--- src/rtl/fr_rx_pkg.sv ---
package fr_rx_pkg;

    localparam int ID_W   = 11;
    localparam int LEN_W  = 7;
    localparam int HCRC_W = 11;
    localparam int CYC_W  = 6;
    localparam int IND_W  = 5;
    localparam int CRC_W  = 24;
    localparam int BYTE_W = 8;
    localparam int MARK_W = 2;
    localparam int HDR_W  = IND_W + ID_W + LEN_W + HCRC_W + CYC_W;
    localparam int SLOT_W = MARK_W + BYTE_W;

    // Field order equals transmission order, first bit at the MSB.
    typedef struct packed {
        logic              reserved;
        logic              ppi;
        logic              data_frame;
        logic              sync;
        logic              startup;
        logic [ID_W-1:0]   id;
        logic [LEN_W-1:0]  len;
        logic [HCRC_W-1:0] hcrc;
        logic [CYC_W-1:0]  cycle;
    } hdr_t;

    typedef enum logic [3:0] {
        ST_IDLE,
        ST_FSS,
        ST_HDR,
        ST_PAY,
        ST_CRC,
        ST_END1,
        ST_END2,
        ST_TAIL,
        ST_DTS,
        ST_CID
    } rx_state_e;

    function automatic logic hdr_breaks_rules(input hdr_t h);
        return (h.id == '0) || (h.startup && !h.sync);
    endfunction

    // States in which byte start bits are inserted by the sender.
    function automatic logic byte_framed(input rx_state_e s);
        return (s == ST_HDR) || (s == ST_PAY) || (s == ST_CRC);
    endfunction

endpackage

--- src/rtl/fr_bss_strip.sv ---
module fr_bss_strip #(
    parameter int SLOT = 10,
    parameter int MARK = 2
) (
    input  logic clk,
    input  logic rst,
    input  logic restart,
    input  logic raw_valid,
    input  logic bypass,
    output logic mark_hit,
    output logic mark_second,
    output logic data_take
);
    localparam int PH_W = $clog2(SLOT);

    logic [PH_W-1:0] phase_q;

    always_ff @(posedge clk) begin
        if (rst || restart) begin
            phase_q <= '0;
        end else if (raw_valid && !bypass) begin
            phase_q <= (phase_q == PH_W'(SLOT - 1)) ? '0 : phase_q + 1'b1;
        end
    end

    assign mark_hit    = raw_valid && !bypass && (phase_q < PH_W'(MARK));
    assign mark_second = (phase_q == PH_W'(MARK - 1));
    assign data_take   = raw_valid && (bypass || (phase_q >= PH_W'(MARK)));

endmodule

--- src/rtl/fr_shift_acc.sv ---
module fr_shift_acc #(
    parameter int W = 40
) (
    input  logic         clk,
    input  logic         rst,
    input  logic         en,
    input  logic         din,
    output logic [W-1:0] nxt
);
    logic [W-1:0] acc_q;

    assign nxt = {acc_q[W-2:0], din};

    always_ff @(posedge clk) begin
        if (rst) begin
            acc_q <= '0;
        end else if (en) begin
            acc_q <= nxt;
        end
    end

endmodule

--- src/rtl/fr_frame_rx.sv ---
module fr_frame_rx
    import fr_rx_pkg::*;
#(
    parameter int CID_LEN = 11
) (
    input  logic                clk,
    input  logic                rst,
    input  logic                frame_start,
    input  logic                bit_valid,
    input  logic                bit_in,
    output logic                hdr_valid,
    output logic                hdr_reserved,
    output logic                hdr_ppi,
    output logic                hdr_data_frame,
    output logic                hdr_sync,
    output logic                hdr_startup,
    output logic [ID_W-1:0]     hdr_id,
    output logic [LEN_W-1:0]    hdr_len,
    output logic [HCRC_W-1:0]   hdr_hcrc,
    output logic [CYC_W-1:0]    hdr_cycle,
    output logic                byte_valid,
    output logic [BYTE_W-1:0]   byte_data,
    output logic                crc_valid,
    output logic [CRC_W-1:0]    crc_value,
    output logic                done_valid,
    output logic                done_dynamic,
    output logic                cas_valid,
    output logic                rule_err
);
    localparam int CNT_MAX = (HDR_W > CID_LEN) ? HDR_W : CID_LEN;
    localparam int CNT_W   = $clog2(CNT_MAX + 1);
    localparam int PAY_W   = LEN_W + 1;

    rx_state_e          state_q;
    logic [CNT_W-1:0]   cnt_q;
    logic [PAY_W-1:0]   pay_left_q;
    logic               fss_ok_q;
    logic               mark_hi_q;
    logic               dyn_q;
    hdr_t               hdr_q;

    logic               bypass;
    logic               mark_hit;
    logic               mark_second;
    logic               data_take;
    logic               shift_en;
    logic [HDR_W-1:0]   sh_nxt;
    hdr_t               hdr_nxt;

    assign bypass   = !byte_framed(state_q);
    assign shift_en = data_take && byte_framed(state_q);
    assign hdr_nxt  = hdr_t'(sh_nxt);

    fr_bss_strip #(
        .SLOT (SLOT_W),
        .MARK (MARK_W)
    ) u_strip (
        .clk         (clk),
        .rst         (rst),
        .restart     (frame_start),
        .raw_valid   (bit_valid),
        .bypass      (bypass),
        .mark_hit    (mark_hit),
        .mark_second (mark_second),
        .data_take   (data_take)
    );

    fr_shift_acc #(
        .W (HDR_W)
    ) u_acc (
        .clk (clk),
        .rst (rst),
        .en  (shift_en),
        .din (bit_in),
        .nxt (sh_nxt)
    );

    always_ff @(posedge clk) begin
        if (rst) begin
            state_q      <= ST_IDLE;
            cnt_q        <= '0;
            pay_left_q   <= '0;
            fss_ok_q     <= 1'b0;
            mark_hi_q    <= 1'b0;
            dyn_q        <= 1'b0;
            hdr_q        <= '0;
            hdr_valid    <= 1'b0;
            byte_valid   <= 1'b0;
            byte_data    <= '0;
            crc_valid    <= 1'b0;
            crc_value    <= '0;
            done_valid   <= 1'b0;
            done_dynamic <= 1'b0;
            cas_valid    <= 1'b0;
            rule_err     <= 1'b0;
        end else begin
            hdr_valid  <= 1'b0;
            byte_valid <= 1'b0;
            crc_valid  <= 1'b0;
            done_valid <= 1'b0;
            cas_valid  <= 1'b0;
            if (frame_start) begin
                state_q  <= ST_FSS;
                cnt_q    <= '0;
                rule_err <= 1'b0;
            end else begin
                unique case (state_q)
                    ST_IDLE: begin
                    end
                    ST_FSS: begin
                        if (bit_valid) begin
                            fss_ok_q <= bit_in;
                            cnt_q    <= '0;
                            state_q  <= ST_HDR;
                        end
                    end
                    ST_HDR: begin
                        if (mark_hit && (cnt_q == '0)) begin
                            if (!mark_second) begin
                                mark_hi_q <= bit_in;
                            end else if (!(fss_ok_q && mark_hi_q && !bit_in)) begin
                                cas_valid <= 1'b1;
                                state_q   <= ST_IDLE;
                            end
                        end
                        if (data_take) begin
                            if (cnt_q == CNT_W'(HDR_W - 1)) begin
                                hdr_valid  <= 1'b1;
                                hdr_q      <= hdr_nxt;
                                pay_left_q <= {hdr_nxt.len, 1'b0};
                                cnt_q      <= '0;
                                state_q    <= (hdr_nxt.len == '0) ? ST_CRC : ST_PAY;
                                if (hdr_breaks_rules(hdr_nxt)) begin
                                    rule_err <= 1'b1;
                                end
                            end else begin
                                cnt_q <= cnt_q + 1'b1;
                            end
                        end
                    end
                    ST_PAY: begin
                        if (data_take) begin
                            if (cnt_q == CNT_W'(BYTE_W - 1)) begin
                                byte_valid <= 1'b1;
                                byte_data  <= sh_nxt[BYTE_W-1:0];
                                cnt_q      <= '0;
                                pay_left_q <= pay_left_q - 1'b1;
                                if (pay_left_q == PAY_W'(1)) begin
                                    state_q <= ST_CRC;
                                end
                            end else begin
                                cnt_q <= cnt_q + 1'b1;
                            end
                        end
                    end
                    ST_CRC: begin
                        if (data_take) begin
                            if (cnt_q == CNT_W'(CRC_W - 1)) begin
                                crc_valid <= 1'b1;
                                crc_value <= sh_nxt[CRC_W-1:0];
                                cnt_q     <= '0;
                                state_q   <= ST_END1;
                            end else begin
                                cnt_q <= cnt_q + 1'b1;
                            end
                        end
                    end
                    ST_END1: begin
                        if (bit_valid) begin
                            if (!bit_in) begin
                                rule_err <= 1'b1;
                            end
                            state_q <= ST_END2;
                        end
                    end
                    ST_END2: begin
                        if (bit_valid) begin
                            if (bit_in) begin
                                rule_err <= 1'b1;
                            end
                            state_q <= ST_TAIL;
                        end
                    end
                    ST_TAIL: begin
                        if (bit_valid) begin
                            if (bit_in) begin
                                dyn_q   <= 1'b0;
                                cnt_q   <= CNT_W'(1);
                                state_q <= ST_CID;
                            end else begin
                                dyn_q   <= 1'b1;
                                state_q <= ST_DTS;
                            end
                        end
                    end
                    ST_DTS: begin
                        if (bit_valid && bit_in) begin
                            cnt_q   <= '0;
                            state_q <= ST_CID;
                        end
                    end
                    ST_CID: begin
                        if (bit_valid) begin
                            if (cnt_q == CNT_W'(CID_LEN - 1)) begin
                                done_valid   <= 1'b1;
                                done_dynamic <= dyn_q;
                                state_q      <= ST_IDLE;
                            end else begin
                                cnt_q <= cnt_q + 1'b1;
                            end
                        end
                    end
                    default: state_q <= ST_IDLE;
                endcase
            end
        end
    end

    assign hdr_reserved   = hdr_q.reserved;
    assign hdr_ppi        = hdr_q.ppi;
    assign hdr_data_frame = hdr_q.data_frame;
    assign hdr_sync       = hdr_q.sync;
    assign hdr_startup    = hdr_q.startup;
    assign hdr_id         = hdr_q.id;
    assign hdr_len        = hdr_q.len;
    assign hdr_hcrc       = hdr_q.hcrc;
    assign hdr_cycle      = hdr_q.cycle;

    AST_STROBE_EXCL: assert property (@(posedge clk) disable iff (rst)
        $onehot0({hdr_valid, byte_valid, crc_valid, done_valid, cas_valid}));

    AST_STROBE_AFTER_BIT: assert property (@(posedge clk) disable iff (rst)
        (hdr_valid || byte_valid || crc_valid || done_valid || cas_valid) |-> $past(bit_valid));

    AST_ID_ZERO_ERR: assert property (@(posedge clk) disable iff (rst)
        (hdr_valid && (hdr_id == '0)) |-> rule_err);

    AST_STARTUP_ERR: assert property (@(posedge clk) disable iff (rst)
        (hdr_valid && hdr_startup && !hdr_sync) |-> rule_err);

    AST_ERR_STICKY: assert property (@(posedge clk) disable iff (rst)
        (rule_err && !frame_start) |=> rule_err);

    AST_START_CLEARS: assert property (@(posedge clk) disable iff (rst)
        frame_start |=> !rule_err);

endmodule

--- config.mk ---
export PLATFORM = sky130hd
export DESIGN_NAME = fr_frame_rx
export DESIGN_NICKNAME = d
export VERILOG_FILES = /design/src/rtl/fr_rx_pkg.sv /design/src/rtl/fr_bss_strip.sv /design/src/rtl/fr_shift_acc.sv /design/src/rtl/fr_frame_rx.sv
export SDC_FILE = /design/constraint.sdc
export NUM_CORES = 1
export LEC_CHECK = 0
export ABC_AREA = 1
export BUFFER_PORTS_ARGS = -buffer_cell sky130_fd_sc_hd__buf_2
export CORE_ASPECT_RATIO = 0.5
export CORE_MARGIN = 8
export CORE_UTILIZATION = 61
export CTS_BUF_LIST = sky130_fd_sc_hd__clkbuf_16
export DETAILED_ROUTE_END_ITERATION = 10
export GPL_ROUTABILITY_DRIVEN = 0
export GPL_TIMING_DRIVEN = 0
export HOLD_SLACK_MARGIN = 0.03
export PLACE_DENSITY = 0.84
export SLEW_MARGIN = 10
export SYNTH_ARGS = -nofsm -noshare
export SYNTH_HDL_FRONTEND = slang
export SYNTH_SLANG_ARGS = --single-unit
--- constraint.sdc ---
create_clock -name clk -period 2.8 [get_ports clk]
set_clock_uncertainty 0.1 [all_clocks]
set_input_delay 0.42 -clock clk [delete_from_list [all_inputs] [get_ports clk]]
set_output_delay 0.42 -clock clk [all_outputs]
set_load 0.005 [all_outputs]
Word level (Yosys, flattened, before mapping)
Cells that the tools add are included.
- bits in latches: 0
- memories kept: 0
- word-level logic and storage cells: 186
- ROM bits: 0
- flip-flop bits (word level): 143
- output and inout port bits: 79
- bits in writable memories: 0
- reduce and logical (&&, ||, !) cells: 42
- $add $sub $neg: 3
- multipliers: 0
- bitwise gates (word level): 10
- divide/modulo/power cells: 0
- shifts and indexed selects: 0
- magnitude comparators: 2
- mux-type cells: 54
- eq/ne operators: 48
- operators by type and width (cell ; number):
    $mux W4 ; 18
    $mux W6 ; 12
    $pmux W6 S7 ; 1
    $pmux W4 S10 ; 1
    $mux W8 ; 4
    $ne A2 B2 Y1 const B ; 15
    $ne A3 B3 Y1 const B ; 9
    $reduce_and A13 Y1 ; 2
    $reduce_and A4 Y1 ; 5
    $eq A4 B3 Y1 const B ; 4
    $pmux W8 S2 ; 1
    $reduce_or A4 Y1 ; 4
    $mux W1 ; 15
    $eq A4 B4 Y1 const B ; 3
    $logic_not A11 Y1 ; 1
    $ne A2 B1 Y1 const B ; 5
    $not A1 Y1 ; 10
    $reduce_and A10 Y1 ; 1
    $logic_and A1 B1 Y1 ; 9
    $ne A3 B2 Y1 const B ; 3
    $eq A4 B1 Y1 const B ; 2
    $eq A4 B2 Y1 const B ; 2
    $eq A8 B1 Y1 const B ; 1
    $reduce_and A8 Y1 ; 1
    other kinds (23) ; 30

Logic depth before layout (Yosys ltp)
- depth in word-level cells: 11
- mapped depth: 13

Cells and area by module
Synthesis repeated with hierarchy kept, for this count alone.
- cell total of the unflattened synthesis: 955
- area, all modules: 6667.6 µm²
- modules (own cells, without submodules) (module ; seq. area each (µm²) ; instances ; area each (µm²) ; cells an instance):
    fr_frame_rx ; 2001.9 ; 1 ; 4785.8 ; 665
    fr_shift_acc ; 780.7 ; 1 ; 1616.6 ; 249
    fr_bss_strip ; 80.1 ; 1 ; 265.3 ; 41

Least setup slack after synthesis
OpenSTA, ideal clock, no wires.
- kind: reg-to-reg
- start: reg cnt_q[1]
- end: reg pay_left_q[0]
- arrival: 1.570 ns
- stages on the path, launching flop included: 12
- setup slack: 1.015 ns
- path buffers: 1
- library setup time: 0.116 ns
- cell sequence: dfxtp_1 -> ha_1 -> nand2_1 -> nor2_4 -> nand3_1 -> nand2_1 -> nand3_1 -> a21oi_1 -> o21ai_2 -> buf_4 -> a21oi_1 -> nor2_1
- cells in the longest elaborated chain, start to end: 3
- elaborated cells between the ends (all ways): 5
- classes of those cells: eq/ne: 4; reduce/logical: 1
- RTL lines (item ; RTL line ; source):
    from (decl) ; fr_frame_rx.sv:35 ; logic [CNT_W-1:0] cnt_q;
    from (signal assigned) ; fr_frame_rx.sv:137 ; cnt_q <= cnt_q + 1'b1;
    from (signal assigned) ; fr_frame_rx.sv:152 ; cnt_q <= cnt_q + 1'b1;
    from (signal assigned) ; fr_frame_rx.sv:164 ; cnt_q <= cnt_q + 1'b1;
    $eq A6 B3 Y1 or $eq A6 B6 Y1 (tied branches) ; fr_frame_rx.sv:143, fr_frame_rx.sv:127 ;
    $ne A2 B1 Y1 (no source line) ; - ;
    $reduce_and A6 Y1 (no source line) * ; - ;
    to (signal assigned) ; fr_frame_rx.sv:130 ; pay_left_q <= {hdr_nxt.len, 1'b0};
    to (signal assigned) ; fr_frame_rx.sv:147 ; pay_left_q <= pay_left_q - 1'b1;
    to (decl) ; fr_frame_rx.sv:36 ; logic [PAY_W-1:0] pay_left_q;
Mark *: on every way between the ends. The rest lies on a longest branch, timed or not.
A chain may end at the register's enable or synchronous reset.

Final worst setup path
- start: reg cnt_q[1]
- end: reg crc_value[5]
- cells in the longest elaborated chain, start to end: 2
- RTL lines (item ; RTL line ; source):
    $eq A6 B5 Y1 ; fr_frame_rx.sv:158 ; if (cnt_q == CNT_W'(CRC_W - 1)) begin
    $reduce_and A4 Y1 (no source line) ; - ;
    to (signal assigned) ; fr_frame_rx.sv:160 ; crc_value <= sh_nxt[CRC_W-1:0];
    to (decl) ; fr_frame_rx.sv:24 ; output logic [CRC_W-1:0] crc_value,
No other way between the ends.

==> flow_metrics.py <==
metrics = {
    "logic_synthesis": {
        "synth_edf_count": 0,
        "netlist_area_um2": 6090,
        "ys_types": 37,
        "ys_seq_elements": 143,
        "ys_async_sr_fraction_pct": 0,
        "synth_top_area_cell": "dfxtp_1",
        "syn_avg_cell_area_um2": 7.41,
        "synth_top_area_share_pct": 47.0,
        "ys.warnings.count": 0,
        "synth.net_count": 832,
        "synth_most_common_cell": "dfxtp_1",
        "synthCells": 822,
        "yosys-top-cells-count": "143 x dfxtp_1, 137 x a21oi_1, 118 x nand2_1",
        "ys.flop_type": "dfxtp_1",
        "synthTopCellsByArea": "dfxtp_1 47%, a21oi_1 11%, nand2_1 7.3%",
        "seq_area_frac_synth_pct": 47.0,
    },
    "global_route": {
        "grt_max_degree": 17,
        "grt_pass1_vias": 5507,
        "grt_usage_pct": 25.0,
        "antenna_found_initial": 0,
        "overflow": 0,
        "grt_pass1_wl_um": 27300,
    },
    "die": {
        "start_util_pct": 63.6,
        "die_w_um": 157,
        "core_um2": 9570,
        "die_height_um": 86.6,
        "dieArea_um2": 13600,
        "rows": 25,
        "io_pins": 84,
    },
    "timing": {
        "slew_viol_final": 0,
        "whs_ps": 230,
        "setup_tns_ps": 0,
        "finalCritPeriodShare_pct": 84.3,
        "fin_ws_ps": 439,
        "worst_pin_slew_ps": 652,
        "setup_viol": 0,
        "max_freq_ghz": 0.424,
        "max_slew_margin_pct": 56.4,
        "hold_violations": 0,
        "min_period_ps": 2360,
        "rsz0062_at_grt": "false",
    },
    "drt": {
        "wirelength_um": 16900,
        "num_vias": 6104,
        "drt-vias-per-instance": 5.70,
        "postRouteAntennaNets": 0,
        "routedWlPerCell_um": 15.8,
        "drc": 0,
        "drt_iter0_markers": 664,
        "drt-pass1-iter-count": 5,
    },
    "cells_and_area": {
        "nets": 932,
        "fin_area_um2": 7210,
        "final_cells": 1070,
        "drive_gt1_share_pct": 17.9,
        "post-route-util_pct": 75.3,
        "antenna_cells": 0,
        "area_growth_syn_to_layout_pct": 18.4,
    },
    "flow_run": {
        "drv_cap": 0,
    },
    "clock_tree": {
        "postCtsHoldBufs": 0,
        "cts_sinks": 143,
        "cts_buffers": 17,
        "path_clk_slew_ps": 70,
        "cts_setup_buffers": 0,
        "cts_buffer_depth": 2,
        "clock_latency_ps": 430,
        "cts_tree": "done",
        "cts_resized": 0,
        "clockRootBuffer": "clkbuf_16",
        "htreeDepth": 4,
    },
    "setup_path": {
        "path_max_fanout": 10,
        "r2r_slack_ps": 440,
        "cp-end-kind": "flip-flop",
        "crit_type": "reg2reg",
        "start_kind": "flip-flop",
        "critical_path_arrival_ps": 2560,
        "crit_required_ps": 3000,
    },
    "place": {
        "pre_cts_slack_ps": 539,
        "dp_hpwl_um": 11600,
        "io_buffers": 81,
        "dpl_cell_area_um2": 6660,
        "placed_cells_incl_taps": 1038,
    },
    "power_and_ir_drop": {
        "power.density_nw_per_um2": 597,
        "vdd_drop_max_mv": 0.474,
        "p_total_mw": 4.30,
        "leakage_nw": 2.96,
    },
    "run_status": {
        "status": "complete, no violations",
    },
    "hold_path": {
        "worstHoldPathType": "in2reg",
    },
}
[cell usage in the layout (no fill, tap or decap), drive strengths merged]
| cell | n |
|---|---|
| dfxtp | 143 |
| a21oi | 137 |
| nand2 | 127 |
| buf | 107 |
| inv | 107 |
| o21ai | 89 |
| nand3 | 80 |
| nor2 | 59 |
| clkbuf | 37 |
| nand4 | 11 |
| nor3 | 10 |
| ha | 5 |
| clkinvlp | 4 |
| xor2 | 3 |
| o31ai | 2 |
| nor4 | 2 |
| a31oi | 2 |
| a211oi | 2 |
| or2 | 2 |
| clkinv | 2 |
| a311oi | 1 |
| or3b | 1 |
| o22ai | 1 |
| nor3b | 1 |
[registers in the layout, summed over array words and instances, names as in the netlist, 4 cells and up]
register	count
byte_data	8
cnt_q	6
crc_value	24
hdr_cycle	6
hdr_hcrc	11
hdr_id	11
hdr_len	7
pay_left_q	8
state_q	4
u_acc.acc_q	39
u_strip.phase_q	4
[critical path, cell delays in order, from the launching register on]
cell and delay [ps]:
dfxtp_1 380, ha_1 210, nand2_1 110, nor2_4 190
nand2_1 90, nor2_1 510, nand2_2 240, buf_2 240
nand2_1 90, a21oi_1 60
[area by class of cell]
cell class                 count  area, µm²
tap                          135        169
inverter                      98        368
fill                         719       2360
clock inverter                15        120
timing repair buffer          81        405
sequential                   143       2860
buffer                        46        213
clock buffer                  17        425
multi-input combinational    535       2640
[routing by layer]
metal / vias up / global-route usage, % / part of all wire (%)
li1: 2935 / - / -
met1: 2828 / 32.1 / 43
met2: 304 / 40.7 / 47
met3: 37 / 5.81 / 9.0
met4: 0 / 8.15 / 1.6
met5: - / 0 / 0
[logic make-up (layout without fill, tap and decap cells)]
group	count (synthesis)	count (layout)	synth area share, %
xor gates and xnor gates	3	3	0.432
DFF	143	143	47.0
AOI/OAI and AO/OA	234	234	19.6
buffers and inverters	144	257	9.54
and+or+nand+nor	293	293	22.4
adders and majority gates	5	5	1.03
[worst paths after layout]
path / endpoint / from / cells after the start
min: fss_ok_q / bit_in / 3
min reg2reg: hdr_id[4] / hdr_id[4] / 2
max reg2reg: crc_value[5] / cnt_q[1] / 9
max: crc_value[5] / cnt_q[1] / 9
[where the power goes]
| part | switching, mW | leakage [nW] | internal, mW | total, mW |
|---|---|---|---|---|
| registers | 0.00309 | 1.15 | 2.04 | 2.04 |
| logic | 0.104 | 1.55 | 0.0358 | 0.140 |
| clock network | 0.967 | 0.258 | 1.15 | 2.12 |
| total | 1.07 | 2.96 | 3.23 | 4.30 |
No activity file was read; power rests on OpenSTA's default activity.
